==> config.mk <==
export PLATFORM = sky130hd
export DESIGN_NAME = irq_collector
export DESIGN_NICKNAME = d
export VERILOG_FILES = /design/src/rtl/irqc_pkg.sv /design/src/rtl/irqc_sync.sv /design/src/rtl/irqc_pend.sv /design/src/rtl/irqc_regs.sv /design/src/rtl/irq_collector.sv
export SDC_FILE = /design/constraint.sdc
export NUM_CORES = 1
export LEC_CHECK = 0
export CORE_MARGIN = 2
export CORE_UTILIZATION = 35
export DETAILED_ROUTE_END_ITERATION = 10
export PLACE_DENSITY = 0.66
export REMOVE_ABC_BUFFERS = 1
export SLEW_MARGIN = 10
export SYNTH_ARGS = -nofsm -noshare
export SYNTH_HDL_FRONTEND = slang
export SYNTH_SLANG_ARGS = --single-unit
==> constraint.sdc <==
create_clock -name clk -period 3.7 [get_ports clk]
set_input_delay 1.11 -clock clk [delete_from_list [all_inputs] [get_ports clk]]
set_output_delay 1.11 -clock clk [all_outputs]
set_load 0.02 [all_outputs]
==> src/rtl/irqc_pkg.sv <==
package irqc_pkg;

    localparam int ADDR_W = 2;

    typedef enum logic [ADDR_W-1:0] {
        RA_ENABLE  = 2'd0,
        RA_STATUS  = 2'd1,
        RA_TRIGGER = 2'd2,
        RA_UNUSED  = 2'd3
    } reg_addr_e;

    typedef enum logic {
        TRIG_LEVEL = 1'b0,
        TRIG_RISE  = 1'b1
    } trig_e;

    typedef struct packed {
        logic      sel;
        logic      we;
        reg_addr_e addr;
    } bus_cmd_t;

    // Event for one line given its trigger kind, synchronized sample and delayed sample
    function automatic logic line_event(trig_e kind, logic cur, logic prev);
        return (kind == TRIG_RISE) ? (cur & ~prev) : cur;
    endfunction

endpackage

==> src/rtl/irqc_sync.sv <==
module irqc_sync #(
    parameter int N_LINES = 32
) (
    input  logic               clk,
    input  logic               rst,
    input  logic [N_LINES-1:0] req_i,
    output logic [N_LINES-1:0] cur_o,
    output logic [N_LINES-1:0] prev_o
);
    for (genvar i = 0; i < N_LINES; i++) begin : g_line
        logic meta_q, stab_q, dly_q;
        always_ff @(posedge clk) begin
            if (rst) begin
                meta_q <= 1'b0;
                stab_q <= 1'b0;
                dly_q  <= 1'b0;
            end else begin
                meta_q <= req_i[i];
                stab_q <= meta_q;
                dly_q  <= stab_q;
            end
        end
        assign cur_o[i]  = stab_q;
        assign prev_o[i] = dly_q;
    end
endmodule

==> src/rtl/irqc_pend.sv <==
module irqc_pend #(
    parameter int N_LINES = 32
) (
    input  logic               clk,
    input  logic               rst,
    input  logic [N_LINES-1:0] set_i,
    input  logic [N_LINES-1:0] clr_i,
    output logic [N_LINES-1:0] pend_o
);
    logic [N_LINES-1:0] pend_q;

    // a set in the same cycle as a clear wins
    always_ff @(posedge clk) begin
        if (rst) pend_q <= '0;
        else     pend_q <= set_i | (pend_q & ~clr_i);
    end

    assign pend_o = pend_q;
endmodule

==> src/rtl/irqc_regs.sv <==
module irqc_regs
    import irqc_pkg::*;
#(
    parameter int N_LINES = 32
) (
    input  logic               clk,
    input  logic               rst,
    input  bus_cmd_t           cmd,
    input  logic [N_LINES-1:0] wdata,
    input  logic [N_LINES-1:0] pend_i,
    output logic [N_LINES-1:0] enable_o,
    output logic [N_LINES-1:0] trig_o,
    output logic [N_LINES-1:0] rdata_o
);
    logic [N_LINES-1:0] enable_q, trig_q, rdata_q, rd_mux;

    always_ff @(posedge clk) begin
        if (rst) begin
            enable_q <= '0;
            trig_q   <= '0;
        end else if (cmd.sel && cmd.we) begin
            if (cmd.addr == RA_ENABLE)  enable_q <= wdata;
            if (cmd.addr == RA_TRIGGER) trig_q   <= wdata;
        end
    end

    always_comb begin
        unique case (cmd.addr)
            RA_ENABLE:  rd_mux = enable_q;
            RA_STATUS:  rd_mux = pend_i;
            RA_TRIGGER: rd_mux = trig_q;
            default:    rd_mux = '0;
        endcase
    end

    always_ff @(posedge clk) begin
        if (rst)                      rdata_q <= '0;
        else if (cmd.sel && !cmd.we)  rdata_q <= rd_mux;
    end

    assign enable_o = enable_q;
    assign trig_o   = trig_q;
    assign rdata_o  = rdata_q;
endmodule

==> src/rtl/irq_collector.sv <==
module irq_collector
    import irqc_pkg::*;
#(
    parameter int N_LINES = 32
) (
    input  logic                clk,
    input  logic                rst,
    input  logic [N_LINES-1:0]  req_i,
    input  logic                bus_sel,
    input  logic                bus_we,
    input  logic [ADDR_W-1:0]   bus_addr,
    input  logic [N_LINES-1:0]  bus_wdata,
    output logic [N_LINES-1:0]  rd_data,
    output logic                irq_o
);
    bus_cmd_t           cmd;
    logic [N_LINES-1:0] cur_s, prev_s;
    logic [N_LINES-1:0] set_vec, clr_vec, pend_q, mask_q, trig_q;

    assign cmd = '{sel: bus_sel, we: bus_we, addr: reg_addr_e'(bus_addr)};

    irqc_sync #(.N_LINES(N_LINES)) u_sync (
        .clk(clk), .rst(rst), .req_i(req_i), .cur_o(cur_s), .prev_o(prev_s)
    );

    for (genvar i = 0; i < N_LINES; i++) begin : g_evt
        assign set_vec[i] = line_event(trig_e'(trig_q[i]), cur_s[i], prev_s[i]);
    end

    assign clr_vec = (cmd.sel && cmd.we && cmd.addr == RA_STATUS) ? bus_wdata : '0;

    irqc_pend #(.N_LINES(N_LINES)) u_pend (
        .clk(clk), .rst(rst), .set_i(set_vec), .clr_i(clr_vec), .pend_o(pend_q)
    );

    irqc_regs #(.N_LINES(N_LINES)) u_regs (
        .clk(clk), .rst(rst), .cmd(cmd), .wdata(bus_wdata), .pend_i(pend_q),
        .enable_o(mask_q), .trig_o(trig_q), .rdata_o(rd_data)
    );

    assign irq_o = |(pend_q & mask_q);
endmodule

==> out/qor.yml, run 1 <==
status: "completed"
cp_max_fo: 3
r2r_cells: 3
grt_pass1_vias: 5959
rr_endpoint: "u_regs.rdata_o[14]"
drc_errors: 0
die-area_um2: 24200
synth_fa_ha_area_share_pct: 0
syn_to_final_growth_pct: 24.9
power.density_nw_per_um2: 531
synthesis.area_um2: 8040
fillerInstances: 2197
stdcell_count: 1243
synth_top_cell_by_area: "dfxtp_1"
avgSynthCellArea_um2: 9.36
dp_cells: 1200
cts_tree: "yes"
die_h_um: 156
drv_cap: 0
synth_cells: 859
criticalPathCategory: "flop to primary output"
end_kind: "primary output"
synth_compound_area_share_pct: 14.0
crit_end: "irq_o"
synth_xor_area_share_pct: 0
grt_first_pass_wirelength_mm: 31.0
drt-vias-per-instance: 4.90
relSlewSlack_pct: 47.9
hold_class: "flop to flop"
grt_util_met1_pct: 21.6
overflow: 0
synth_ff_type: "dfxtp_1"
skew_ns: 0.0109
muxShareOfSynthArea_pct: 3.98
wl_per_cell_um: 15.5
io_pins: 103
slew_viol_final: 0
die_x_um: 156
ys.warnings.count: 0
grt.met3_usage_pct: 2.86
p_total_mw: 5.33
yosys.area_share.simple_pct: 21.6
clk_path_buf_depth: 3
rsz0062_at_grt: "no"
numPortBuffers: 102
synthArstFlopShare_pct: 0
final-setup-viol-count: 0
grt_max_degree: 161
nets: 1011
worstPathArrival_ns: 2.37
ys_types: 24
p_leak_nw: 3.53
clk_pin_slew_worst_paths_ns: 0.06
clk-insertion-delay-late_ns: 0.51
synth_top_family_by_area: "simple AND/OR/NAND/NOR gates"
n_antenna_cell: 0
period_minus_slack_ns: 3.48
yosys-top-cells-count: "dfxtp_1 (224), nand2_1 (224), nor2b_1 (97), a21oi_1 (62)"
wirelength_mm: 19.2
max-vdd-ir-drop_v: 0.000284
holdBufCountCts: 0
crit_path_max_incr_delay_ns: 0.59
cp-start-kind: "flop"
busiest_layer: "met2"
synth_seq_cells: 224
antenna_found_initial: 0
tns_ns: 0
track_usage_pct: 15.9
min_period_over_period_pct: 94.0
finalHoldViolCount: 0
firstDrtPassIters: 4
initialDrtViolationCount: 344
r2r_slack_ns: 2.66
tightestPinTransition_ns: 0.782
cts_resized: 0
initial_core_util_pct: 35.6
crit_chain: "a22oi_1 > nand4_1 > or4_1 > clkdlybuf4s50_1"
antenna_left: 0
crit_start: "u_pend.pend_o[27]"
slowest_stage: "or4_1"
yosysTopAreaCellShare_pct: 55.8
cts_sinks: 224
cts.htree.levels: 1
yosysSeqAreaShare_pct: 55.8
vias: 6094
synth_edf_count: 0
drive_gt1_share_pct: 9.81
post-route-util_pct: 44.5
routabilityCongestion: 0.760
r2r-start: "u_pend.pend_o[14]"
required_ns: 2.59
synth_area_leaders: "dfxtp_1 (56%), nand2_1 (10%), nor2b_1 (7.5%)"
place_hpwl_mm: 11.8
fmax_mhz: 287
core_area_um2: 22600
grtUsageMet2_pct: 26.2
post_cts_buffers: 0
cts_made_buffers: 24
rows: 55
clockRootBuffer: "clkbuf_16"
## metrics by stage
stage	setup WS (ns)	hold slack, ns	instance area [µm²]
after floorplan	0.353	0.414	7680
after global placement	0.712	0.417	9240
after detailed placement	0.676	0.420	9240
after CTS	0.181	0.434	10000
after global routing	0.135	0.457	10000
final	0.220	0.433	10000
## logic make-up after synthesis
group	after synthesis
AO/OA/AOI/OAI	176
buffers and inverters	63
flip-flops	224
multiplexers	32
AND/OR/NAND/NOR	364
## where the power goes
part / switching [mW] / internal [mW] / leakage, nW
Sequential: 0.0468 / 2.51 / 1.83
Combinational: 0.200 / 0.193 / 1.30
Clock: 0.939 / 1.44 / 0.398
## critical path: cells and delay by family, from the launching register on
family | cells | cell delay (ns)
AND/OR/NAND/NOR | 2 | 0.73
buffers and inverters | 1 | 0.57
flip-flops | 1 | 0.32
AO/OA/AOI/OAI | 1 | 0.24
## cell type report
class                   instances  area [µm²]  area share [%]
flip-flops and latches        224        4480            44.7
inverters                       1        3.75          0.0374
clock buffers                  37         741            7.38
well taps                     285         357            3.55
clock inverters                 6        55.1           0.548
repair buffers                118        1200            11.9
multi-input cells             572        3200            31.9
## sequential cells by signal (all words and copies together) (netlist names)
signal                cells
u_regs.rdata_o           32
u_regs.enable_o          32
u_sync.g_line.stab_q     32
u_pend.pend_o            32
u_sync.g_line.meta_q     32
u_sync.g_line.dly_q      32
u_regs.trig_o            32
## layout by cell type (no fill, tap or decap), types with 2 or more instances in the layout
cell type / instances
and4b_1: 2
a22oi_1: 16
or2_2: 32
nand2_1: 224
a21oi_2: 2
dfxtp_1: 224
buf_12: 5
o21ai_0: 32
clkbuf_16: 25
mux2i_1: 32
clkdlybuf4s50_1: 100
clkinv_2: 5
a21oi_1: 62
buf_4: 12
a32o_1: 32
nand4_1: 4
a31oi_1: 32
clkbuf_1: 5
nor2b_1: 96
clkbuf_8: 7
## how the worst min path moves through the flow
stage | startpoint | end | slack (ns) | cells past startpoint
2_1_floorplan | u_sync.g_line[0].meta_q | u_sync.g_line[0].stab_q | 0.41 | 1
3_3_place_gp | u_sync.g_line[2].meta_q | u_sync.g_line[2].stab_q | 0.42 | 1
3_5_place_dp | u_sync.g_line[18].meta_q | u_sync.g_line[18].stab_q | 0.42 | 1
4_1_cts | u_sync.g_line[18].meta_q | u_sync.g_line[18].stab_q | 0.43 | 1
5_1_grt | u_sync.g_line[4].meta_q | u_sync.g_line[4].stab_q | 0.46 | 1
6_report | u_sync.g_line[18].meta_q | u_sync.g_line[18].stab_q | 0.43 | 1
## metal layers
layer	routed length, µm	up-vias
met5	0	-
met4	369	0
met3	888	28
met2	8750	132
met1	9200	2871
li1	-	3063
Power figures use the tool's default switching activity.
==> run 2: changes to the inputs <==
--- a/config.mk
+++ b/config.mk
@@ -8,7 +8,6 @@
 export CORE_MARGIN = 2
 export CORE_UTILIZATION = 35
 export DETAILED_ROUTE_END_ITERATION = 10
-export PLACE_DENSITY = 0.66
 export REMOVE_ABC_BUFFERS = 1
 export SLEW_MARGIN = 10
 export SYNTH_ARGS = -nofsm -noshare
==> run 2 against run 1 <==
  * Via count fell by 2.1%
  * Sequential power hardly changed
  * Global-route usage down 0.30 points
  * Routed wire length decreased by 2.8%
  * Die area unchanged
  * First-iteration DRC count decreased by 0.58%
  * Clock skew down 0.0053 ns
  * Worst setup slack lost 0.047 ns
  * Utilization is 0.17 points lower
  * Flip-flop and latch count unchanged
  * Non-clock buffer count is 1 higher
==> out/qor.yml, run 2 (same netlist as run 1, synthesis figures left out) <==
skew_ns: 0.00561
clk_path_buf_depth: 3
fmax_mhz: 284
cts_sinks: 224
rr_endpoint: "u_regs.rdata_o[2]"
cts.htree.levels: 1
max-vdd-ir-drop_v: 0.000240
clockRootBuffer: "clkbuf_16"
drt-vias-per-instance: 4.81
criticalPathCategory: "flop to primary output"
nets: 1012
p_leak_nw: 3.51
die_x_um: 156
r2r_slack_ns: 2.70
final-setup-viol-count: 0
antenna_left: 0
antenna_found_initial: 1
drc_errors: 0
rsz0062_at_grt: "no"
track_usage_pct: 15.6
finalHoldViolCount: 0
r2r-start: "u_pend.pend_o[2]"
status: "completed"
worstPathArrival_ns: 2.42
initial_core_util_pct: 35.6
power.density_nw_per_um2: 517
dpl_cell_area_um2: 9260
n_antenna_cell: 0
clk-insertion-delay-late_ns: 0.50
holdWs_ns: 0.432
clk_pin_slew_worst_paths_ns: 0.06
post-route-util_pct: 44.3
p_total_mw: 5.17
holdBufCountCts: 0
cts_made_buffers: 24
cts_resized: 0
end_kind: "primary output"
hold_class: "flop to flop"
grt_pass1_vias: 5716
slew_viol_final: 0
initialDrtViolationCount: 342
dp_cells: 1201
tns_ns: 0
dp_slack_ns: 0.650
tightestPinTransition_ns: 0.702
mostFrequentLayoutCells: "nand2_1 (224), dfxtp_1 (224), clkdlybuf4s50_1 (100), nor2b_1 (96), a21oi_1 (62)"
routabilityCongestion: 0.758
overflow: 0
required_ns: 2.59
numPortBuffers: 102
period_minus_slack_ns: 3.53
vias: 5968
io_pins: 103
holdPathStages: 1
relSlewSlack_pct: 53.1
stdcell_count: 1241
cp_max_fo: 3
syn_to_final_growth_pct: 24.4
cts_tree: "yes"
min_period_over_period_pct: 95.3
cp-start-kind: "flop"
whs_endpoint: "u_sync.g_line[12].stab_q"
drive_gt1_share_pct: 9.52
drv_cap: 0
wirelength_mm: 18.7
grt_first_pass_wirelength_mm: 30.5
firstDrtPassIters: 5
core_area_um2: 22600
setup_ws_ns: 0.173
wl_per_cell_um: 15.1
place_hpwl_mm: 12.0
grt_max_degree: 128
post_cts_buffers: 0
die_h_um: 156
die-area_um2: 24200
fin_area_um2: 10000
hold_path.startpoint: "u_sync.g_line[12].meta_q"
r2r_cells: 3
rows: 55
fillerInstances: 2188
-- run 2: worst max-delay path by stage --
stage | from | endpoint | slack [ns] | cells after the start
global placement | bus_addr[1] | u_pend.pend_o[1] | 0.70 | 5
finish | u_pend.pend_o[16] | irq_o | 0.17 | 4
CTS | u_pend.pend_o[16] | irq_o | 0.15 | 4
global route | u_pend.pend_o[22] | irq_o | 0.12 | 4
floorplan | bus_we | u_regs.rdata_o[11] | 0.35 | 3
detailed placement | bus_addr[1] | u_pend.pend_o[22] | 0.65 | 5
-- run 2: critical path: stages, from the launching register on --
cell and delay [ns]:
dfxtp_1 0.32, a22oi_1 0.26, nand4_1 0.15, or4_1 0.61, clkdlybuf4s50_1 0.57
-- run 2: layout make-up --
type	instances	area (µm²)	area share, %
clock inverter	4	20.0	0.200
clock buffer	36	717	7.17
inverter	1	3.75	0.0375
sequential	224	4480	44.8
tap	285	357	3.57
multi-input combinational	572	3200	32.0
timing repair buffer	119	1220	12.2
-- run 2: per-layer routing --
layer  global-route usage (%)  share of wire (%)  vias to the layer above
met1                     22.4                 49                     2742
met2                     23.9                 43                      133
met4                     4.28                2.0                        0
met5                        0                  0                        -
li1                         -                  -                     3062
met3                     3.06                5.5                       31
-- run 2: power breakdown --
part           internal [mW]  switching, mW
logic                  0.194          0.195
registers               2.51         0.0462
clock network           1.32          0.903
